`config.mk`:
```
export PLATFORM = sky130hd
export DESIGN_NAME = automute_stereo
export DESIGN_NICKNAME = d
export VERILOG_FILES = /design/src/rtl/automute_pkg.sv /design/src/rtl/automute_static_det.sv /design/src/rtl/automute_run_cnt.sv /design/src/rtl/automute_chan.sv /design/src/rtl/automute_stereo.sv
export SDC_FILE = /design/constraint.sdc
export NUM_CORES = 1
export LEC_CHECK = 0
export ABC_AREA = 1
export CELL_PAD_IN_SITES_DETAIL_PLACEMENT = 0
export CELL_PAD_IN_SITES_GLOBAL_PLACEMENT = 1
export CORE_AREA = 4 4 91 127
export CTS_CLUSTER_DIAMETER = 150
export DETAILED_ROUTE_END_ITERATION = 12
export DIE_AREA = 0 0 95 131
export DONT_BUFFER_PORTS = 1
export PLACE_DENSITY = 0.81
export SYNTH_ARGS = -nofsm -noshare
export SYNTH_HDL_FRONTEND = slang
export SYNTH_SLANG_ARGS = --single-unit
```
`constraint.sdc`:
```
create_clock -name clk -period 3.6 [get_ports clk]
set_input_delay 0.72 -clock clk [delete_from_list [all_inputs] [get_ports clk]]
set_output_delay 0.72 -clock clk [all_outputs]
set_load 0.02 [all_outputs]
```
`src/rtl/automute_pkg.sv`:
```
package automute_pkg;

  // channel index used by the stereo top
  typedef enum logic [0:0] {
    CH_LEFT  = 1'b0,
    CH_RIGHT = 1'b1
  } chan_e;

  localparam int unsigned NUM_CH = 2;

  // width of a counter able to hold 0..limit
  function automatic int unsigned cnt_width(input int unsigned limit);
    int unsigned w;
    w = 1;
    while ((1 << w) <= limit) w++;
    return w;
  endfunction

endpackage

```
`src/rtl/automute_static_det.sv`:
```
module automute_static_det #(
  parameter int unsigned SAMPLE_W = 24
) (
  input  logic [SAMPLE_W-1:0] sample,
  output logic                is_static
);

  logic all_zero;
  logic all_ones;

  always_comb begin
    all_zero  = ~(|sample);
    all_ones  = &sample;
    is_static = all_zero | all_ones;
  end

endmodule

```
`src/rtl/automute_run_cnt.sv`:
```
module automute_run_cnt #(
  parameter int unsigned RUN_LEN = 8192,
  localparam int unsigned CNT_W  = automute_pkg::cnt_width(RUN_LEN)
) (
  input  logic             clk,
  input  logic             rst_n,
  input  logic             enable,
  input  logic             valid,
  input  logic             is_static,
  output logic             mute_nxt,
  output logic [CNT_W-1:0] run_q
);

  localparam logic [CNT_W-1:0] LIMIT = CNT_W'(RUN_LEN);

  logic [CNT_W-1:0] run_nxt;
  logic             run_ce;

  always_comb begin
    run_ce  = ~enable | valid;
    run_nxt = run_q;
    if (!enable) begin
      run_nxt = '0;
    end else if (valid) begin
      if (!is_static)          run_nxt = '0;
      else if (run_q != LIMIT) run_nxt = run_q + 1'b1;
    end
    mute_nxt = enable && (run_nxt == LIMIT);
  end

  always_ff @(posedge clk or negedge rst_n) begin
    if (!rst_n)      run_q <= '0;
    else if (run_ce) run_q <= run_nxt;
  end

  AST_NO_OVERFLOW: assert property (@(posedge clk) disable iff (!rst_n)
    run_q <= LIMIT);

  AST_RUN_CLEARED_OFF: assert property (@(posedge clk) disable iff (!rst_n)
    !enable |=> run_q == '0);

endmodule

```
`src/rtl/automute_chan.sv`:
```
module automute_chan #(
  parameter int unsigned SAMPLE_W = 24,
  parameter int unsigned RUN_LEN  = 8192
) (
  input  logic                clk,
  input  logic                rst_n,
  input  logic                enable,
  input  logic                valid,
  input  logic [SAMPLE_W-1:0] sample,
  output logic                mute_q,
  output logic [SAMPLE_W-1:0] out_q
);

  localparam int unsigned CNT_W = automute_pkg::cnt_width(RUN_LEN);

  logic                is_static;
  logic                mute_nxt;
  logic [CNT_W-1:0]    run_q;
  logic                mute_ce;
  logic                out_ce;
  logic [SAMPLE_W-1:0] out_nxt;

  automute_static_det #(.SAMPLE_W(SAMPLE_W)) u_det (
    .sample    (sample),
    .is_static (is_static)
  );

  automute_run_cnt #(.RUN_LEN(RUN_LEN)) u_cnt (
    .clk       (clk),
    .rst_n     (rst_n),
    .enable    (enable),
    .valid     (valid),
    .is_static (is_static),
    .mute_nxt  (mute_nxt),
    .run_q     (run_q)
  );

  always_comb begin
    mute_ce = ~enable | valid;
    out_ce  = valid;
    out_nxt = mute_nxt ? '0 : sample;
  end

  always_ff @(posedge clk or negedge rst_n) begin
    if (!rst_n)       mute_q <= 1'b0;
    else if (mute_ce) mute_q <= mute_nxt;
  end

  always_ff @(posedge clk or negedge rst_n) begin
    if (!rst_n)      out_q <= '0;
    else if (out_ce) out_q <= out_nxt;
  end

  AST_RISE_ON_STATIC: assert property (@(posedge clk) disable iff (!rst_n)
    $rose(mute_q) |-> $past(valid && enable && is_static));

  AST_RELEASE_NOW: assert property (@(posedge clk) disable iff (!rst_n)
    (valid && enable && !is_static) |=> !mute_q);

  AST_OFF_UNMUTED: assert property (@(posedge clk) disable iff (!rst_n)
    !enable |=> !mute_q);

  AST_IDLE_HOLD: assert property (@(posedge clk) disable iff (!rst_n)
    (enable && !valid) |=> ($stable(mute_q) && $stable(out_q)));

  AST_MUTED_ZERO: assert property (@(posedge clk) disable iff (!rst_n)
    mute_q |-> out_q == '0);

  AST_MUTE_HAS_RUN: assert property (@(posedge clk) disable iff (!rst_n)
    mute_q |-> run_q != '0);

endmodule

```
`src/rtl/automute_stereo.sv`:
```
module automute_stereo #(
  parameter int unsigned SAMPLE_W = 24,
  parameter int unsigned RUN_LEN  = 8192
) (
  input  logic                clk,
  input  logic                rst_n,
  input  logic                smp_valid,
  input  logic [SAMPLE_W-1:0] smp_left,
  input  logic [SAMPLE_W-1:0] smp_right,
  input  logic                mute_en,
  output logic                mute_left,
  output logic                mute_right,
  output logic [SAMPLE_W-1:0] out_left,
  output logic [SAMPLE_W-1:0] out_right
);

  import automute_pkg::*;

  logic [SAMPLE_W-1:0] smp_in  [NUM_CH];
  logic [SAMPLE_W-1:0] smp_out [NUM_CH];
  logic [NUM_CH-1:0]   mute_vec;

  always_comb begin
    smp_in[CH_LEFT]  = smp_left;
    smp_in[CH_RIGHT] = smp_right;
    mute_left        = mute_vec[CH_LEFT];
    mute_right       = mute_vec[CH_RIGHT];
    out_left         = smp_out[CH_LEFT];
    out_right        = smp_out[CH_RIGHT];
  end

  for (genvar c = 0; c < NUM_CH; c++) begin : g_ch
    automute_chan #(
      .SAMPLE_W (SAMPLE_W),
      .RUN_LEN  (RUN_LEN)
    ) u_chan (
      .clk    (clk),
      .rst_n  (rst_n),
      .enable (mute_en),
      .valid  (smp_valid),
      .sample (smp_in[c]),
      .mute_q (mute_vec[c]),
      .out_q  (smp_out[c])
    );
  end

  AST_SEPARATE_RELEASE: assert property (@(posedge clk) disable iff (!rst_n)
    (smp_valid && mute_en && mute_right && (smp_right == '0)
     && (smp_left != '0) && !(&smp_left)) |=> mute_right && !mute_left);

endmodule

```
After elaboration in Yosys (flattened, before gate mapping) --
Index checks and enable logic that the tools add are counted.
Word-level totals: register bits after elaboration 78, input port bits 52
Cells by class: add/subtract/negate cells 2, equality and inequality tests 4, mux-type cells 10, bitwise gates (word level) 6, reduce and logical (&&, ||, !) cells 6
Operators with widths (number):
- 14-bit two-way mux | 8
- 24-bit two-way mux | 2
- 24-bit AND reduction | 2
- 24-bit OR reduction | 2
- 14-bit by 1-bit adder with 14-bit output (second input constant) | 2
- 14-bit equality test (second input constant) | 2
- 14-bit inequality test (second input constant) | 2
- 1-bit inverter | 3
- 1-bit OR | 3
- 1-bit logical AND | 2

Logic depth before layout (Yosys ltp) --
Gate-level depths: netlist of the first run.
depth in word-level cells 9, depth in mapped cells 16

Hierarchy --
From an unflattened synthesis of the first run, not the netlist that was laid out.
Second synthesis, totals: cell total of the unflattened synthesis 636, area total of the unflattened synthesis 4514.3 µm²
By module, submodules not included:
- automute_run_cnt | instances 2, cells each 161, area an instance 1058.5 µm², sequential area each 350.3 µm²
- automute_chan | instances 2, cells each 110, area an instance 1021.0 µm², sequential area each 625.6 µm²
- automute_static_det | instances 2, cells each 47, area an instance 177.7 µm², sequential area each 0.0 µm²

Worst setup path after synthesis of the first run --
OpenSTA, ideal clock, no wires.
path kind input to register, start in smp_valid, end reg g_ch[0].u_chan.out_q[0], setup time 116 ps, data arrival time 1947 ps, data required time 3484 ps, path slack 1536 ps, stages on the path 10, buffers on the path 3, cells stage by stage buf_2 clkbuf_1 nand4_1 nand2_1 o21ai_1 nor2_1 nand3_4 buf_6 nand2_1 nand2_1
Between the ends: longest elaborated chain between the ends 5
RTL lines:
- from (decl) | RTL line automute_stereo.sv:7 | input logic smp_valid,
- 14-bit two-way mux | RTL line automute_run_cnt.sv:24 | end else if (valid) begin
- 14-bit two-way mux | RTL line automute_run_cnt.sv:22 | if (!enable) begin
- 14-bit equality test | RTL line automute_run_cnt.sv:28 | mute_nxt = enable && (run_nxt == LIMIT);
- 1-bit logical AND | RTL line automute_run_cnt.sv:28
- 24-bit two-way mux | RTL line automute_chan.sv:41 | out_nxt = mute_nxt ? '0 : sample;
- to (signal assigned) | RTL line automute_chan.sv:51 | else if (out_ce) out_q <= out_nxt;
- to (decl) | RTL line automute_chan.sv:11 | output logic [SAMPLE_W-1:0] out_q
Parallel ways exist; a longest one is shown, timed or not. A chain may end at the register's enable or synchronous reset.

Worst setup path in the final report of the first run --
start reg g_ch[1].u_chan.u_cnt.run_q[0], end reg g_ch[1].u_chan.out_q[21]
Between the ends: longest elaborated chain between the ends 8
RTL lines:
- from (decl) | RTL line automute_run_cnt.sv:11 | output logic [CNT_W-1:0] run_q
- from (signal assigned) | RTL line automute_run_cnt.sv:33 | else if (run_ce) run_q <= run_nxt;
- 14-bit by 1-bit adder with 14-bit output or 14-bit inequality test (tied branches) | RTL line automute_run_cnt.sv:26 | else if (run_q != LIMIT) run_nxt = run_q + 1'b1;
- 14-bit two-way mux | RTL line automute_run_cnt.sv:26
- 14-bit two-way mux | RTL line automute_run_cnt.sv:25 | if (!is_static) run_nxt = '0;
- 14-bit two-way mux * | RTL line automute_run_cnt.sv:24
- 14-bit two-way mux * | RTL line automute_run_cnt.sv:22
- 14-bit equality test * | RTL line automute_run_cnt.sv:28
- 1-bit logical AND * | RTL line automute_run_cnt.sv:28
- 24-bit two-way mux * | RTL line automute_chan.sv:41
- to (signal assigned) | RTL line automute_chan.sv:51
- to (decl) | RTL line automute_chan.sv:11
Mark *: on every way between the ends. The rest lies on a longest branch, timed or not.

==> flow_summary.json, run 1 <==
{
  "drive_above_1_share": 0.0421,
  "status": "completed",
  "tightest_slew_ps": 516,
  "overflow": 0,
  "wl_met1_um": 5260,
  "critPathRequiredTime_ps": 3820,
  "grt_pass1_vias": 4268,
  "netlist_instances": 766,
  "die_y_um": 131,
  "die_w_um": 95,
  "placed_cells": 883,
  "drtAntennaViolNets": 0,
  "hold_path.class": "input pin to async pin",
  "max_slew_margin": 0.656,
  "setup_viol": 0,
  "nets": 812,
  "htree_levels": 3,
  "port_buffers": 0,
  "post_cts_buffers": 0,
  "cp.arrival_ps": 2690,
  "syn_to_final_growth_pct": 6.84,
  "finalMaxSlewViolations": 0,
  "rsz0062_at_grt": "false",
  "syn_area_mm2": 0.00489,
  "crit_fanout": 24,
  "cap_violations": 0,
  "stdcell_count": 898,
  "diodes": 0,
  "grt_pass1_wl_um": 20800,
  "fp-row-count": 44,
  "clockRootBuffer": "clkbuf_16",
  "dp_slack_ps": 995,
  "die-area_mm2": 0.0124,
  "fin_area_mm2": 0.00522,
  "place_area_mm2": 0.00493,
  "worstSetupEndpointType": "flip-flop",
  "pwr_density_cell_mw_per_mm2": 394,
  "drt-wirelength-per-cell_um": 14.1,
  "antenna_found_initial": 0,
  "max_freq_mhz": 405,
  "grt_max_degree": 85,
  "gp_congestion": 0.844,
  "drc_errors": 0,
  "grt_use_total": 0.214,
  "synth_flop_cell": "dfrtp_1",
  "coreArea_mm2": 0.0103,
  "first_iter_violations": 189,
  "tns_ps": 0,
  "synthDistinctLibCells": 30,
  "fin_hold_ws_ps": 74.6,
  "wl_um": 12600,
  "dr_wl_met3_um": 918,
  "post-route-period-util": 0.685,
  "clkTransAtPathRegs_ps": 60,
  "wl_met2_um": 6290,
  "cts.path.max_buffers": 2,
  "routed.top_layer": "met4",
  "timing.final.hold_violations": 0,
  "fill_cells": 1144,
  "drtPass1Iterations": 5,
  "ir_drop_mv": 0.215,
  "synth_seq_area_share": 0.399,
  "postSynthNetCount": 822,
  "synth_seq_cells": 78,
  "fin_ws_ps": 1130,
  "synthArstFlopShare": 1.00,
  "period_needed_ps": 2470,
  "initial_core_util": 0.472,
  "cts_sinks": 78,
  "ios": 102,
  "postCtsHoldBufs": 0,
  "post_cts_resized": 0,
  "worst-setup-path-type": "flip-flop to flip-flop",
  "syn_area_per_cell_um2": 6.38,
  "cts_buffers": 9,
  "hpwl_um": 9040,
  "clk_latency_ps": 330,
  "finClkSkew_ps": 4.50,
  "power.leakage_nw": 3.00,
  "synth_edf_count": 0,
  "critPathLaunchType": "flip-flop",
  "drt-vias-per-instance": 4.97,
  "via_count": 4467,
  "yosys_warnings": 0,
  "cts_tree": "done"
}
-- cell usage after synthesis, types with 4 or more instances --
cell | count | area, um2
a21oi_1 | 9 | 45.0
buf_2 | 4 | 20.0
buf_6 | 6 | 67.6
clkbuf_1 | 8 | 30.0
dfrtp_1 | 78 | 1950
ha_1 | 4 | 50.1
inv_1 | 100 | 375
nand2_1 | 339 | 1270
nand3_1 | 51 | 255
nand4_1 | 20 | 125
nor2_1 | 101 | 379
nor2_2 | 4 | 25.0
nor3_1 | 4 | 20.0
o21ai_0 | 7 | 35.0
xor2_1 | 6 | 52.6
-- metal layers --
layer  GRT usage  up-vias
met2       0.361      111
li1            -     2299
met4      0.0637        0
met1       0.262     2044
met3      0.0670       13
met5           0        -
-- cell usage in the layout (no fill, tap or decap), drive strengths merged --
cell | netlist | final
nor2 | 106 | 106
nand2 | 341 | 341
ha | 4 | 4
nand4 | 21 | 21
bufinv | 0 | 1
clkinv | 0 | 4
o21ai | 11 | 11
a21oi | 10 | 10
nand3 | 54 | 54
inv | 102 | 103
clkbuf | 9 | 9
buf | 13 | 1
nor3 | 4 | 4
o21bai | 3 | 3
and2 | 2 | 2
dfrtp | 78 | 78
nand3b | 2 | 2
xor2 | 6 | 6
-- worst paths after layout --
check	depth (start not counted)	endpoint	from	slack, ps
worst max register to register	13	g_ch[1].u_chan.out_q[21]$_DFFE_PN0P_	g_ch[1].u_chan.u_cnt.run_q[0]$_DFFE_PN0P_	1130
worst min-delay path	0	g_ch[0].u_chan.mute_q$_DFFE_PN0P_	rst_n	70
max in group asynchronous	0	g_ch[0].u_chan.u_cnt.run_q[8]$_DFFE_PN0P_	rst_n	3400
min in group clk	2	g_ch[1].u_chan.u_cnt.run_q[7]$_DFFE_PN0P_	mute_en	540
worst max-delay path	13	g_ch[1].u_chan.out_q[21]$_DFFE_PN0P_	g_ch[1].u_chan.u_cnt.run_q[0]$_DFFE_PN0P_	1130
worst min register to register	2	g_ch[0].u_chan.u_cnt.run_q[13]$_DFFE_PN0P_	g_ch[0].u_chan.u_cnt.run_q[13]$_DFFE_PN0P_	580
-- critical path, cell delays in order, from the launching register on --
cell     delay [ps]
dfrtp_1         430
inv_1           110
ha_1            190
nand3_1          80
nor2_1          160
nand2_2         230
nand4_1         170
nand2_1          90
nor2_1          110
nand2_1         100
a21oi_2         150
nand2_2         290
nand2_1         160
nand2_1          60
-- kinds of logic (layout without fill, tap and decap cells) --
| kind of cell | count (synthesis) | count (layout) | share of synthesized area |
|---|---|---|---|
| AND/OR/NAND/NOR | 530 | 530 | 0.446 |
| buffers and inverters | 124 | 118 | 0.106 |
| flip-flops | 78 | 78 | 0.399 |
| AO/OA/AOI/OAI | 24 | 24 | 0.0277 |
| XOR/XNOR | 6 | 6 | 0.0108 |
| adder cells (fa/ha/maj) | 4 | 4 | 0.0102 |
-- final cells by class --
class	count	area, um2	share of cell area
multi-input combinational	564	2420	0.463
sequential	78	1950	0.374
inverter	102	383	0.0733
clock buffer	9	225	0.0431
tap	138	173	0.0331
clock inverter	6	62.6	0.0120
timing repair buffer	1	7.51	0.00144
-- through the flow --
| step | power [mW] | util |
|---|---|---|
| final | 2.06 | 0.504 |
| after detailed placement | 1.17 | 0.477 |
| after CTS | 2.09 | 0.504 |
| after global placement | 1.17 | 0.477 |
| after floorplan | 1.15 | - |
| after global routing | 2.15 | 0.504 |
-- sequential cells by signal, summed over array words and instances, names as in the netlist --
name,cells
g_ch.u_chan.u_cnt.run_q,28
g_ch.u_chan.mute_q,2
g_ch.u_chan.out_q,48
-- where the power goes --
| group | internal (mW) | switching [mW] |
|---|---|---|
| clock network | 0.533 | 0.371 |
| logic | 0.0488 | 0.0754 |
| registers | 0.925 | 0.102 |
No activity file was read; power rests on OpenSTA's default activity.
==> run 2: changes to the inputs <==
Settings changed: CORE_AREA 4 4 91 127 to 4 4 95 132, DIE_AREA 0 0 95 131 to 0 0 99 136, PLACE_DENSITY 0.81 to 0.75.
Clock period 3.6 ns to 2.4 ns, I/O delays scaled along.
==> flow_summary.json, run 2 (same netlist as run 1, synthesis figures left out) <==
{
  "largest_register_ffs": 48,
  "drt-vias-per-instance": 5.04,
  "overflow": 0,
  "setup_viol": 0,
  "timing.rr.start": "g_ch[1].u_chan.u_cnt.run_q[0]$_DFFE_PN0P_",
  "cts.path.max_buffers": 2,
  "drtAntennaViolNets": 0,
  "period_needed_ps": 2250,
  "die_y_um": 136,
  "rsz0062_at_grt": "false",
  "timing.final.hold_violations": 0,
  "coreArea_mm2": 0.0113,
  "cp.arrival_ps": 2490,
  "use_met2": 0.340,
  "drtPass1Iterations": 5,
  "die_w_um": 99,
  "antenna_found_initial": 0,
  "max_slew_margin": 0.660,
  "fp-row-count": 46,
  "clkTransAtPathRegs_ps": 60,
  "most-common-layout-cells": "nand2_1, inv_1, nor2_1",
  "syn_to_final_growth_pct": 12.8,
  "critPathRequiredTime_ps": 2630,
  "place_area_mm2": 0.00503,
  "tightest_slew_ps": 510,
  "dp_slack_ps": -135,
  "max_freq_mhz": 444,
  "cts_tree": "done",
  "rrSetupSlack_ps": 150,
  "grtUsageMet3": 0.0642,
  "worstSetupEndpointType": "flip-flop",
  "drt-wirelength-per-cell_um": 15.0,
  "grt_use_total": 0.205,
  "htree_levels": 3,
  "top_usage_layer": "met2",
  "cts_sinks": 78,
  "post-route-period-util": 0.939,
  "finalMaxSlewViolations": 0,
  "ir_drop_mv": 0.345,
  "reg.largest.list": "g_ch.u_chan.out_q x48, g_ch.u_chan.u_cnt.run_q x28, g_ch.u_chan.mute_q x2",
  "power.leakage_nw": 3.10,
  "hold_path.class": "input pin to async pin",
  "hpwl_um": 9380,
  "fill_cells": 1132,
  "final_common_cell": "nand2_1",
  "fin_area_mm2": 0.00551,
  "gp_congestion": 0.860,
  "fin_ws_ps": 145,
  "port_buffers": 0,
  "clockRootBuffer": "clkbuf_16",
  "use_met1": 0.254,
  "drc_errors": 0,
  "cap_violations": 0,
  "grt_max_degree": 85,
  "wl_um": 13900,
  "drive_above_1_share": 0.0819,
  "pwr_density_cell_mw_per_mm2": 560,
  "nets": 832,
  "diodes": 0,
  "reg2reg_to": "g_ch[1].u_chan.out_q[21]$_DFFE_PN0P_",
  "cts_buffers": 9,
  "critPathLaunchType": "flip-flop",
  "grt_pass1_vias": 4413,
  "status": "completed",
  "clk_latency_ps": 340,
  "top_register": "g_ch.u_chan.out_q",
  "worst-setup-path-type": "flip-flop to flip-flop",
  "initial_core_util": 0.431,
  "finClkSkew_ps": 7.46,
  "grt_pass1_wl_um": 22100,
  "crit_fanout": 8,
  "die-area_mm2": 0.0135,
  "via_count": 4661,
  "ios": 102,
  "first_iter_violations": 261,
  "reg2reg_depth": 13
}
run 2: worst max-delay path by stage:
stage | start | endpoint | slack [ps] | cells after the start
final | g_ch[1].u_chan.u_cnt.run_q[0]$_DFFE_PN0P_ | g_ch[1].u_chan.out_q[21]$_DFFE_PN0P_ | 150 | 13
after global placement | g_ch[1].u_chan.u_cnt.run_q[0]$_DFFE_PN0P_ | g_ch[1].u_chan.out_q[7]$_DFFE_PN0P_ | 30 | 14
after detailed placement | g_ch[1].u_chan.u_cnt.run_q[0]$_DFFE_PN0P_ | g_ch[1].u_chan.out_q[10]$_DFFE_PN0P_ | -140 | 14
after floorplan | g_ch[1].u_chan.u_cnt.run_q[0]$_DFFE_PN0P_ | g_ch[1].u_chan.out_q[10]$_DFFE_PN0P_ | 410 | 15
after global routing | g_ch[1].u_chan.u_cnt.run_q[0]$_DFFE_PN0P_ | g_ch[1].u_chan.out_q[18]$_DFFE_PN0P_ | 0.8 | 16
after CTS | g_ch[1].u_chan.u_cnt.run_q[0]$_DFFE_PN0P_ | g_ch[1].u_chan.out_q[2]$_DFFE_PN0P_ | 10 | 14
run 2: through the flow:
stage          instances  hold WS, ps  utilization  setup TNS [ps]  power [mW]
3_5_place_dp         899          188        0.443           -2710        1.76
3_3_place_gp         899          188        0.443               0        1.75
5_1_grt              925         58.3        0.486               0        3.23
6_report             925         16.1        0.486               0        3.08
2_1_floorplan        766          184            -               0        1.72
4_1_cts              917         46.5        0.473               0        3.12
run 2: per-layer routing:
metal | vias up | part of all wire
met5 | - | 0
met4 | 0 | 0.012
met3 | 13 | 0.076
met2 | 133 | 0.50
met1 | 2160 | 0.42
li1 | 2355 | -
run 2: what timing repair did:
item / 4_1_cts / 5_1_grt
hold buffers: 1 / 0
setup endpoints to repair: 24 / 48
pin swaps: 1 / 5
endpoints found under the hold margin: 78 / 0
gates resized for setup: 5 / 18
setup buffers: 0 / 3
gates cloned: 1 / 5
run 2: where the power goes:
group	internal (mW)	total, mW	switching, mW	leakage, nW
registers	1.39	1.54	0.155	1.00
clock network	0.734	1.31	0.579	0.143
logic	0.0834	0.229	0.146	1.96
total	2.21	3.08	0.880	3.10
run 2: layout make-up:
type	instances	area, um2	share of cell area
Clock buffer	10	239	0.0433
Clock inverter	6	45.0	0.00817
Inverter	102	383	0.0695
Multi-Input combinational cell	570	2550	0.463
Sequential cell	78	1950	0.354
Tap cell	144	180	0.0327
Timing Repair Buffer	15	158	0.0286
run 2: critical path, cell delays in order, from the launching register on:
cell	delay (ps)
dfrtp_1	430
inv_2	100
ha_2	190
nand3_2	90
nor2_4	150
nand2_2	160
nand3_1	110
nand2_1	70
nand3_1	80
nand3_1	150
a21oi_4	330
nand2_4	150
nand2_1	90
nand2_1	50
==> run 3: changes to the inputs <==
Settings changed: BUFFER_PORTS_ARGS set to -buffer_cell sky130_fd_sc_hd__buf_2, CORE_AREA 4 4 95 132 to 4 4 101 142, DIE_AREA 0 0 99 136 to 0 0 105 146, DONT_BUFFER_PORTS 1 to unset, PLACE_DENSITY 0.75 to unset, PLACE_DENSITY_LB_ADDON set to 0.1.
==> flow_summary.json, run 3 (same netlist as run 1, synthesis figures left out) <==
{
  "period_needed_ps": 2180,
  "cts_buffers": 9,
  "grt_pass1_vias": 5170,
  "clock_power_share": 0.384,
  "fp-row-count": 50,
  "ios": 102,
  "status": "completed",
  "diodes": 0,
  "cts_tree": "done",
  "multi_input_area_mm2": 0.00243,
  "tightest_slew_ps": 552,
  "grt_use_total": 0.197,
  "power.leakage_nw": 3.56,
  "crit_fanout": 24,
  "place_area_mm2": 0.00574,
  "finClkSkew_ps": 8.84,
  "post-route-period-util": 0.910,
  "initial_core_util": 0.372,
  "setup_viol": 0,
  "hold_path.class": "input pin to async pin",
  "drc_errors": 0,
  "finalMaxSlewViolations": 0,
  "max_slew_margin": 0.632,
  "combPwrFrac": 0.158,
  "p_int_mw": 2.25,
  "htree_levels": 3,
  "stdcell_count": 1047,
  "worstSetupEndpointType": "flip-flop",
  "pwr_density_cell_mw_per_mm2": 519,
  "reg.largest.list": "g_ch.u_chan.out_q x48, g_ch.u_chan.u_cnt.run_q x28, g_ch.u_chan.mute_q x2",
  "clkTransAtPathRegs_ps": 60,
  "cts.path.max_buffers": 2,
  "p_switching_uw": 875,
  "rrSetupSlack_ps": 220,
  "fin_util": 0.458,
  "drtPass1Iterations": 4,
  "die_y_um": 146,
  "final_common_cell": "nand2_1",
  "grt_pass1_wl_um": 24600,
  "critPathLaunchType": "flip-flop",
  "drive_above_1_share": 0.186,
  "cap_violations": 0,
  "critPathRequiredTime_ps": 2620,
  "nets": 943,
  "die-area_mm2": 0.0153,
  "clk_latency_ps": 330,
  "drt-vias-per-instance": 4.72,
  "max_freq_mhz": 458,
  "placed_cells": 1031,
  "die_w_um": 105,
  "ir_drop_mv": 0.296,
  "antenna_found_initial": 0,
  "coreArea_mm2": 0.0131,
  "grt_max_degree": 49,
  "overflow": 0,
  "cp.arrival_ps": 2400,
  "first_iter_violations": 227,
  "ff_latch_area_mm2": 0.00195,
  "drt-wirelength-per-cell_um": 13.8,
  "clockRootBuffer": "clkbuf_16",
  "fin_area_mm2": 0.00601,
  "syn_to_final_growth_pct": 23.1,
  "hpwl_um": 11100,
  "postCtsHoldBufs": 0,
  "top_register": "g_ch.u_chan.out_q",
  "power.share.switching": 0.280,
  "gp_congestion": 0.865,
  "timing.final.hold_violations": 0,
  "power_frac_seq": 0.459,
  "via_count": 4942,
  "fill_cells": 1432,
  "worst-setup-path-type": "flip-flop to flip-flop",
  "largest_register_ffs": 48,
  "drtAntennaViolNets": 0,
  "most-common-layout-cells": "nand2_1, buf_2, inv_1",
  "cts_sinks": 78,
  "port_buffers": 101,
  "wl_um": 14400
}
## run 3: final timing paths
| path | from | endpoint | cells after the start |
|---|---|---|---|
| max in group asynchronous | rst_n | g_ch[1].u_chan.u_cnt.run_q[1]$_DFFE_PN0P_ | 2 |
| worst max register to register | g_ch[0].u_chan.u_cnt.run_q[0]$_DFFE_PN0P_ | g_ch[0].u_chan.out_q[21]$_DFFE_PN0P_ | 17 |
| worst min register to register | g_ch[0].u_chan.out_q[0]$_DFFE_PN0P_ | g_ch[0].u_chan.out_q[0]$_DFFE_PN0P_ | 2 |
| worst min-delay path | rst_n | g_ch[1].u_chan.u_cnt.run_q[5]$_DFFE_PN0P_ | 1 |
| min in group clk | smp_right[11] | g_ch[1].u_chan.out_q[11]$_DFFE_PN0P_ | 5 |
| worst max-delay path | g_ch[0].u_chan.u_cnt.run_q[0]$_DFFE_PN0P_ | g_ch[0].u_chan.out_q[21]$_DFFE_PN0P_ | 17 |
## run 3: final cells by class
| type | instances | share of cell area |
|---|---|---|
| inverters | 102 | 0.0637 |
| multi-input cells | 564 | 0.404 |
| flip-flops and latches | 78 | 0.325 |
| clock buffers | 13 | 0.0399 |
| repair buffers | 132 | 0.134 |
| clock inverters | 2 | 0.00166 |
| well taps | 156 | 0.0325 |
## run 3: what timing repair did
action,CTS,global route
resized for setup,0,7
endpoints found under the setup margin,0,49
buffers inserted,0,1
## run 3: metal layers
metal	global-route usage	vias up	routed length (um)	part of all wire
met4	0.0742	0	402	0.028
met3	0.0404	25	688	0.048
met1	0.229	2233	5860	0.41
li1	-	2564	-	-
met5	0	-	0	0
met2	0.353	120	7480	0.52
## run 3: stage by stage
step | TNS, ps | power (mW) | setup slack [ps] | hold slack, ps
2_1_floorplan | 0 | 1.72 | 407 | 184
3_3_place_gp | 0 | 1.95 | 147 | 458
3_5_place_dp | 0 | 1.96 | 143 | 460
4_1_cts | 0 | 3.18 | 115 | 104
5_1_grt | -67.1 | 3.29 | -17.7 | 125
6_report | 0 | 3.12 | 216 | 107
## run 3: critical path: stages (launching register included)
cell and delay [ps]:
dfrtp_1 410, inv_1 90, ha_1 150, nand3_1 90, nor2_2 120, nand2_1 80
buf_4 180, nand3_1 70, nand2_1 50, nand2_1 70, inv_1 40, nor2_1 130
nand2_1 90, nand2_1 120, nand3_4 80, buf_12 160, nand2_1 60, nand2_1 50
## run 3: power by group through the flow
stage,Sequential (mW),Combinational [mW],Clock [mW]
floorplan,1.54,0.178,0
global placement,1.46,0.494,0
detailed placement,1.45,0.501,0
CTS,1.43,0.501,1.25
global route,1.44,0.555,1.30
finish,1.43,0.492,1.20
